<file path="src/rtl/rfsh_pkg.sv">
package rfsh_pkg;

   typedef struct packed {
      logic cs_n;
      logic ras_n;
      logic cas_n;
      logic we_n;
   } sd_cmd_t;

   localparam sd_cmd_t CMD_NOP = '{cs_n: 1'b0, ras_n: 1'b1, cas_n: 1'b1, we_n: 1'b1};
   localparam sd_cmd_t CMD_REF = '{cs_n: 1'b0, ras_n: 1'b0, cas_n: 1'b0, we_n: 1'b1};

   typedef enum logic [3:0] {
      ST_IDLE,
      ST_CLOSE,
      ST_AREF,
      ST_GAP,
      ST_SR_ENTER,
      ST_SR_HOLD,
      ST_SR_EXIT,
      ST_PD_ENTER,
      ST_PD_HOLD,
      ST_PD_EXIT
   } rs_state_t;

endpackage

</file>
<file path="src/rtl/rfsh_interval_timer.sv">
module rfsh_interval_timer #(
   parameter int INTERVAL = 1560
) (
   input  logic clk,
   input  logic rst_n,
   input  logic clr_i,
   output logic tick_o
);
   localparam int TW = (INTERVAL > 1) ? $clog2(INTERVAL) : 1;
   localparam logic [TW-1:0] LAST = TW'(INTERVAL - 1);

   logic [TW-1:0] cnt_q;

   assign tick_o = (cnt_q == LAST) && !clr_i;

   always_ff @(posedge clk) begin
      if (!rst_n || clr_i) begin
         cnt_q <= '0;
      end else if (cnt_q == LAST) begin
         cnt_q <= '0;
      end else begin
         cnt_q <= cnt_q + 1'b1;
      end
   end
endmodule

</file>
<file path="src/rtl/rfsh_pend_ctr.sv">
module rfsh_pend_ctr #(
   parameter int MAX_PEND   = 8,
   parameter int URGENT_LVL = 4
) (
   input  logic clk,
   input  logic rst_n,
   input  logic inc_i,
   input  logic dec_i,
   input  logic clr_i,
   output logic any_o,
   output logic urgent_o
);
   localparam int PW = $clog2(MAX_PEND + 1);
   localparam logic [PW-1:0] CAP = PW'(MAX_PEND);
   localparam logic [PW-1:0] URG = PW'(URGENT_LVL);

   logic [PW-1:0] cnt_q;
   logic          full;

   assign full     = (cnt_q == CAP);
   assign any_o    = (cnt_q != '0);
   assign urgent_o = (cnt_q >= URG);

   always_ff @(posedge clk) begin
      if (!rst_n || clr_i) begin
         cnt_q <= '0;
      end else begin
         unique case ({inc_i && !full, dec_i && any_o})
            2'b10:   cnt_q <= cnt_q + 1'b1;
            2'b01:   cnt_q <= cnt_q - 1'b1;
            default: cnt_q <= cnt_q;
         endcase
      end
   end
endmodule

</file>
<file path="src/rtl/rfsh_gap_timer.sv">
module rfsh_gap_timer #(
   parameter int T_RC = 7
) (
   input  logic clk,
   input  logic rst_n,
   input  logic load_i,
   output logic done_o
);
   localparam int GW = $clog2(T_RC);
   localparam logic [GW-1:0] START = GW'(T_RC - 2);

   logic [GW-1:0] cnt_q;

   assign done_o = (cnt_q == '0);

   always_ff @(posedge clk) begin
      if (!rst_n) begin
         cnt_q <= '0;
      end else if (load_i) begin
         cnt_q <= START;
      end else if (!done_o) begin
         cnt_q <= cnt_q - 1'b1;
      end
   end
endmodule

</file>
<file path="src/rtl/rfsh_cmd_drv.sv">
module rfsh_cmd_drv
   import rfsh_pkg::*;
#(
   parameter bit REG_CMD = 1'b0
) (
   input  logic    clk,
   input  logic    rst_n,
   input  sd_cmd_t cmd_i,
   input  logic    cke_i,
   output logic    cs_n_o,
   output logic    ras_n_o,
   output logic    cas_n_o,
   output logic    we_n_o,
   output logic    cke_o
);
   sd_cmd_t pin_cmd;
   logic    pin_cke;

   generate
      if (REG_CMD) begin : g_reg
         always_ff @(posedge clk) begin
            if (!rst_n) begin
               pin_cmd <= CMD_NOP;
               pin_cke <= 1'b1;
            end else begin
               pin_cmd <= cmd_i;
               pin_cke <= cke_i;
            end
         end
      end else begin : g_comb
         assign pin_cmd = cmd_i;
         assign pin_cke = cke_i;
      end
   endgenerate

   assign cs_n_o  = pin_cmd.cs_n;
   assign ras_n_o = pin_cmd.ras_n;
   assign cas_n_o = pin_cmd.cas_n;
   assign we_n_o  = pin_cmd.we_n;
   assign cke_o   = pin_cke;
endmodule

</file>
<file path="src/rtl/sdram_refresh_sched.sv">
module sdram_refresh_sched
   import rfsh_pkg::*;
#(
   parameter int INTERVAL   = 1560,
   parameter int T_RC       = 7,
   parameter int MAX_PEND   = 8,
   parameter int URGENT_LVL = 4,
   parameter bit REG_CMD    = 1'b0
) (
   input  logic clk,
   input  logic rst_n,
   input  logic bank_idle_i,
   input  logic sr_req_i,
   input  logic pd_req_i,
   output logic close_req_o,
   output logic busy_o,
   output logic urgent_o,
   output logic cs_n_o,
   output logic ras_n_o,
   output logic cas_n_o,
   output logic we_n_o,
   output logic cke_o
);
   generate
      if (INTERVAL < 2) begin : g_bad_interval
         $error("INTERVAL must be at least 2");
      end
      if (T_RC < 2) begin : g_bad_trc
         $error("T_RC must be at least 2");
      end
      if (MAX_PEND < 1) begin : g_bad_pend
         $error("MAX_PEND must be at least 1");
      end
      if (URGENT_LVL < 1 || URGENT_LVL > MAX_PEND) begin : g_bad_urg
         $error("URGENT_LVL must lie in 1..MAX_PEND");
      end
   endgenerate

   rs_state_t state_q, state_d;
   logic      tick, owed, urgent, gap_done;
   logic      tmr_clr, pend_clr, pend_dec, gap_load;
   sd_cmd_t   cmd;
   logic      cke;

   assign tmr_clr  = (state_q == ST_SR_ENTER) || (state_q == ST_SR_HOLD);
   assign pend_clr = (state_q == ST_SR_ENTER);
   assign pend_dec = (state_q == ST_AREF);
   assign gap_load = (state_q == ST_AREF) || (state_q == ST_SR_EXIT);

   rfsh_interval_timer #(.INTERVAL(INTERVAL)) u_tmr (
      .clk    (clk),
      .rst_n  (rst_n),
      .clr_i  (tmr_clr),
      .tick_o (tick)
   );

   rfsh_pend_ctr #(.MAX_PEND(MAX_PEND), .URGENT_LVL(URGENT_LVL)) u_pend (
      .clk      (clk),
      .rst_n    (rst_n),
      .inc_i    (tick),
      .dec_i    (pend_dec),
      .clr_i    (pend_clr),
      .any_o    (owed),
      .urgent_o (urgent)
   );

   rfsh_gap_timer #(.T_RC(T_RC)) u_gap (
      .clk    (clk),
      .rst_n  (rst_n),
      .load_i (gap_load),
      .done_o (gap_done)
   );

   always_comb begin
      state_d = state_q;
      unique case (state_q)
         ST_IDLE: begin
            if (urgent)                        state_d = ST_CLOSE;
            else if (sr_req_i && bank_idle_i)  state_d = ST_SR_ENTER;
            else if (owed)                     state_d = ST_CLOSE;
            else if (pd_req_i && bank_idle_i)  state_d = ST_PD_ENTER;
         end
         ST_CLOSE: begin
            if (bank_idle_i) state_d = (sr_req_i && !urgent) ? ST_SR_ENTER : ST_AREF;
         end
         ST_AREF: state_d = ST_GAP;
         ST_GAP: begin
            if (gap_done) begin
               if (owed && (urgent || !sr_req_i)) state_d = ST_AREF;
               else if (sr_req_i)                 state_d = ST_SR_ENTER;
               else                               state_d = ST_IDLE;
            end
         end
         ST_SR_ENTER: state_d = ST_SR_HOLD;
         ST_SR_HOLD:  if (!sr_req_i) state_d = ST_SR_EXIT;
         ST_SR_EXIT:  state_d = ST_GAP;
         ST_PD_ENTER: state_d = ST_PD_HOLD;
         ST_PD_HOLD:  if (!pd_req_i || owed) state_d = ST_PD_EXIT;
         ST_PD_EXIT:  state_d = ST_IDLE;
         default:     state_d = ST_IDLE;
      endcase
   end

   always_ff @(posedge clk) begin
      if (!rst_n) state_q <= ST_IDLE;
      else        state_q <= state_d;
   end

   always_comb begin
      cmd = CMD_NOP;
      cke = 1'b1;
      unique case (state_q)
         ST_AREF:     cmd = CMD_REF;
         ST_SR_ENTER: begin cmd = CMD_REF; cke = 1'b0; end
         ST_SR_HOLD,
         ST_PD_ENTER,
         ST_PD_HOLD:  cke = 1'b0;
         default:     ;
      endcase
   end

   assign close_req_o = (state_q == ST_CLOSE);
   assign busy_o      = (state_q != ST_IDLE) && (state_q != ST_CLOSE);
   assign urgent_o    = urgent;

   rfsh_cmd_drv #(.REG_CMD(REG_CMD)) u_drv (
      .clk     (clk),
      .rst_n   (rst_n),
      .cmd_i   (cmd),
      .cke_i   (cke),
      .cs_n_o  (cs_n_o),
      .ras_n_o (ras_n_o),
      .cas_n_o (cas_n_o),
      .we_n_o  (we_n_o),
      .cke_o   (cke_o)
   );
endmodule

</file>
<file path="config.mk">
export PLATFORM = sky130hd
export DESIGN_NAME = sdram_refresh_sched
export DESIGN_NICKNAME = d
export VERILOG_FILES = /design/src/rtl/rfsh_pkg.sv /design/src/rtl/rfsh_interval_timer.sv /design/src/rtl/rfsh_pend_ctr.sv /design/src/rtl/rfsh_gap_timer.sv /design/src/rtl/rfsh_cmd_drv.sv /design/src/rtl/sdram_refresh_sched.sv
export SDC_FILE = /design/constraint.sdc
export NUM_CORES = 1
export LEC_CHECK = 0
export CAP_MARGIN = 5
export CELL_PAD_IN_SITES_DETAIL_PLACEMENT = 0
export CELL_PAD_IN_SITES_GLOBAL_PLACEMENT = 1
export CORE_MARGIN = 1
export CORE_UTILIZATION = 42
export CTS_CLUSTER_SIZE = 8
export DETAILED_ROUTE_END_ITERATION = 16
export GPL_TIMING_DRIVEN = 0
export MAX_ROUTING_LAYER = met4
export PLACE_DENSITY_LB_ADDON = 0.1
export REMOVE_ABC_BUFFERS = 1
export SYNTH_ARGS = -nofsm -noshare
export SYNTH_HDL_FRONTEND = slang
export SYNTH_SLANG_ARGS = --single-unit
</file>
<file path="constraint.sdc">
create_clock -name clk -period 3.2 [get_ports clk]
set_clock_uncertainty 0.15 [all_clocks]
set_input_delay 0.48 -clock clk [delete_from_list [all_inputs] [get_ports clk]]
set_output_delay 0.48 -clock clk [all_outputs]
set_load 0.1 [all_outputs]
</file>
==> Word-level counts from Yosys, hierarchy flattened <==
Index checks and enable logic that the tools add are counted.
Widths: inputs -> output; s select.
{ "totals": {"regBits": 22, "memories": 0, "latch_bits": 0, "ramBits": 0, "romBits": 0, "out_inout_bits": 8} }
{ "op_classes": {"n_mul": 0, "shifts": 0, "order_cmp": 1, "eq_ne": 19, "n_reduce_logical": 31, "div": 0, "n_mux": 17, "n_addsub": 4, "bitwise_logic": 1} }
{ "ops": {"columns": ["operator", "count"], "rows": [
  ["$mux 4", 8],
  ["$pmux 4 s8", 1],
  ["$mux 3", 6],
  ["$eq 4x3->1 const B", 4],
  ["$add 11x1->11 const B", 1],
  ["$eq 11x11->1 const B", 1],
  ["$eq 4x2->1 const B", 2],
  ["$eq 4x4->1 const B", 2],
  ["$logic_and 1x1->1", 8],
  ["$ne 2x2->1 const B", 4],
  ["$pmux 4 s2", 1],
  ["$reduce_bool 4->1", 2],
  ["$reduce_or 2->1", 4],
  ["$logic_not 1->1", 6],
  ["$logic_or 1x1->1", 6],
  ["$ne 5x5->1 const B", 1],
  ["$reduce_and 5->1", 1],
  ["$add 4x1->4 const B", 1],
  ["$eq 4x1->1 const B", 1],
  ["$ge 4x3->1 const B", 1],
  ["$logic_not 4->1", 1],
  ["$ne 4x1->1 const B", 1],
  ["$reduce_or 4->1", 1],
  ["$sub 4x1->4 const B", 1],
  ["8 further kinds", 8]
]} }

==> Depth between registers and ports, before layout <==
{ "depth": {"depth_word": 7, "ltp_mapped": 11} }

==> By module <==
A second synthesis with hierarchy kept.
{ "unflattened": {"hier_cells": 175, "area_unflattened_um2": 1476.4} }
{ "by_module_without_submodules": {"columns": ["module", "seq_area_each_um2", "instances", "area_each_um2", "cells_per_inst"], "rows": [
  ["rfsh_interval_timer", 220.2, 1, 524.3, 56],
  ["sdram_refresh_sched", 80.1, 1, 451.7, 64],
  ["rfsh_pend_ctr", 80.1, 1, 292.8, 32],
  ["rfsh_gap_timer", 60.1, 1, 170.2, 18],
  ["rfsh_cmd_drv", 0.0, 1, 37.5, 5]
]} }

==> Worst setup path after synthesis <==
No wires, ideal clock.
{ "synth_path": {"path_type": "reg-to-output", "startpoint": "register state_q[3]", "endpoint": "output port close_req_o", "stages_incl_launch_ff": 4, "t_required_ps": 2570, "setup_slack_ps": -68, "path_buffers": 1, "t_arrival_ps": 2638, "path_cell_list": "dfxtp_1 buf_6 nand2b_1 nor3_1"} }
{ "synth_between": {"elab_chain_len": 1} }
{ "synth_rtl": {"columns": ["element", "line_no", "text"], "rows": [
  ["from (decl)", "sdram_refresh_sched.sv:39", "rs_state_t state_q, state_d;"],
  ["from (signal assigned)", "sdram_refresh_sched.sv:106", "else state_q <= state_d;"],
  ["$eq 4x1->1", "sdram_refresh_sched.sv:122", "assign close_req_o = (state_q == ST_CLOSE);"],
  ["to (decl)", "sdram_refresh_sched.sv:15", "output logic close_req_o,"]
]} }
Every way passes these cells.

==> Final worst setup path <==
{ "layout_path": {"startpoint": "register state_q[1]", "endpoint": "output port busy_o"} }
{ "layout_between": {"elab_chain_len": 2} }
{ "layout_rtl": {"columns": ["element", "line_no", "text"], "rows": [
  ["$ne 4x1->1 / $reduce_bool 4->1 (equally long branches)", "sdram_refresh_sched.sv:123", "assign busy_o = (state_q != ST_IDLE) && (state_q != ST_CLOSE);"],
  ["$logic_and 1x1->1 (*)", "sdram_refresh_sched.sv:123", null],
  ["to (decl)", "sdram_refresh_sched.sv:16", "output logic busy_o,"]
]} }
Mark *: on every way between the ends. The rest lies on a longest branch, timed or not.

==> qor.yml <==
clock_network:
  clk_latency_ns: 0.31
  post-cts-setup-buffers: 0
  clk_pin_slew_ns: 0.13
  cts_buffer_depth: 2
  cts_tree: "done"
  cts_buffers: 3
  cts.sinks: 22
  cts_root_buf: "clkbuf_4"
  htreeDepth: 1
  hold_buffers: 0
pwr:
  leakage_nw: 0.592
  p_per_area_nw_per_um2: 919
  max-vdd-ir-drop_uv: 257
placement:
  dpl_cell_area_um2: 1460
  placedCellCount: 206
  dp.final_hpwl_um: 1970
  place_ws_ns: 0.272
  port_buffers: 10
  place.gp.congestion: 0.759
floorplan:
  chipWidth_um: 59.3
  ios: 13
  start_util_pct: 44.8
  die_area_um2: 3510
  core_area_um2: 3080
  row_count: 20
  chipHeight_um: 59.3
setup_path:
  cp_slowest_stage_delay_ns: 1.12
  worstSetupPathType: "reg -> out"
  crit_family: "buffers and inverters"
  slowest_stage: "clkdlybuf4s50_1"
  worst-path-buf-inv: 1
  cp_max_fo: 16
  start_kind: "flop"
  worstPathCellList: "nor2_1, nand2_1, clkdlybuf4s50_1"
  worst_setup_path_end_kind: "output port"
  arrival_ns: 2.42
  worstPathRequired_ns: 2.57
yosys:
  synth-async-reset-ratio_pct: 0
  synth_area_leaders: "dfxtp_1, xor2_1, nor2_1, ha_1, nand3_1"
  synth-xor-area-share_pct: 8.90
  synth_fa_ha_area_share_pct: 5.45
  synth_top_family_by_area: "simple AND/OR/NAND/NOR gates"
  synth-edff-count: 0
  synth_flop_cell: "dfxtp_1"
  syn-instance-count: 161
  avgSynthCellArea_um2: 8.56
  ys_types: 45
  yosys.area_share.simple_pct: 26.9
  syn_area_um2: 1380
  yosysTopAreaCellShare_pct: 32.0
  synthTopCellsByCount: "dfxtp_1, nor2_1, xor2_1, nand3_1"
  synth_compound_area_share_pct: 16.5
  muxShareOfSynthArea_pct: 2.27
  yosysSeqAreaShare_pct: 32.0
  yosysWarnings: 0
  synth_seq_cells: 22
  yosys.area.top_type: "dfxtp_1"
timing:
  worst_slew_pin_slew_ns: 0.975
  final-max-slew-violation-count: 0
  fin_ws_ns: 0.147
  fmaxAchievable_mhz: 328
  setup_viol: 0
  slew_headroom_pct: 34.8
  period_minus_slack_ns: 3.05
  final-hold-violation-count: 0
  period_share_pct: 95.4
  grt_setup_unrepaired: "false"
drt:
  via_count: 1130
  dr.pass1.iters: 4
  first_iter_violations: 52
  drc_errors: 0
  avgRoutedWirePerCell_um: 12.8
  wirelength_um: 2680
  drtAntennaViolNets: 0
  avgViaCountPerCell: 5.38
global_routing:
  grt_pass1_vias: 1059
  grt-ovfl-total: 0
  antenna_found_initial: 0
  grtUsageTotal_pct: 17.9
  grt_max_degree: 17
  grt_pass1_wl_um: 4640
final_layout:
  post-route-cell-area_um2: 1500
  nets: 178
  antennaDiodeCount: 0
  areaGrowthSynthToFinish_pct: 8.54
  final_layout_size_suffix_gt1_share_pct: 8.43
  final_cells: 210
hold_path:
  hold_class: "reg -> reg"
status:
  status: "finished, final reports clean"
run:
  max-cap-violations: 0
==> cells in the final DEF, fill, tap and decap left out, types with 2 or more instances in the layout <==
master	count
nor2_1	22
dfxtp_1	22
xor2_1	11
clkdlybuf4s50_1	9
nand3_1	8
inv_1	7
nand2_1	7
o21ai_0	7
a21oi_1	7
ha_1	6
nand2b_1	4
nand4_1	4
nor3_1	4
and3_1	3
xnor2_1	3
clkbuf_4	3
or2_2	2
nor4b_2	2
a31oi_1	2
nor3b_1	2
a211o_1	2
nor2b_1	2
o21a_1	2
mux2i_1	2
conb_1	2
==> logic make-up after synthesis <==
kind of cell | after synthesis
buf+inv | 16
compound gates | 32
fa+ha+maj | 6
flops | 22
simple gates | 66
mux | 3
xor+xnor | 14
other cells | 2
==> registers in the layout (all words and copies together) (netlist names) <==
register and cells:
u_tmr.cnt_q 11, u_pend.cnt_q 4, state_q 4, u_gap.cnt_q 3
==> layer usage <==
metal,vias to the layer above,track usage (%),wire length (um)
met2,13,28.6,1310
li1,574,-,-
met3,2,3.28,64
met5,-,-,0
met4,0,5.10,14
met1,541,23.1,1300
==> per-stage QoR <==
stage               setup TNS (ns)  utilization [%]  hold WS (ns)  power, mW
floorplan                  -0.0911                -         0.263       1.05
global placement                 0             47.3         0.277       1.22
detailed placement               0             47.3         0.289       1.23
CTS                              0             48.5         0.307       1.38
global route                     0             48.6         0.321       1.46
finish                           0             48.6         0.297       1.37
==> area by class of cell <==
class / count / area (um^2)
well taps: 44 / 55.1
flip-flops and latches: 22 / 440
repair buffers: 10 / 103
multi-input cells: 123 / 835
clock buffers: 4 / 36.3
inverters: 7 / 26.3
fillers: 333 / 1580
==> power by group <==
part	switching [mW]	total (mW)	internal [mW]
Sequential	0.0942	0.416	0.321
Clock	0.0853	0.155	0.0694
Combinational	0.565	0.804	0.239
Total	0.745	1.37	0.630
==> worst paths after layout <==
kind | startpoint | to | cells after the start | slack [ns]
max reg2reg | state_q[1]$_SDFFE_PN0P_ | u_pend.cnt_q[2]$_SDFFE_PP0P_ | 10 | 0.21
max | state_q[1]$_SDFFE_PN0P_ | busy_o | 3 | 0.15
min reg2reg | u_tmr.cnt_q[0]$_SDFF_PP0_ | u_tmr.cnt_q[0]$_SDFF_PP0_ | 1 | 0.30
min | u_tmr.cnt_q[0]$_SDFF_PP0_ | u_tmr.cnt_q[0]$_SDFF_PP0_ | 1 | 0.30
==> timing repair <==
action / in CTS / in global routing
endpoints found under the setup margin: 0 / 1
resized for setup: 0 / 1
hold endpoints to repair: 0 / 0
No activity file was read; power rests on OpenSTA's default activity.
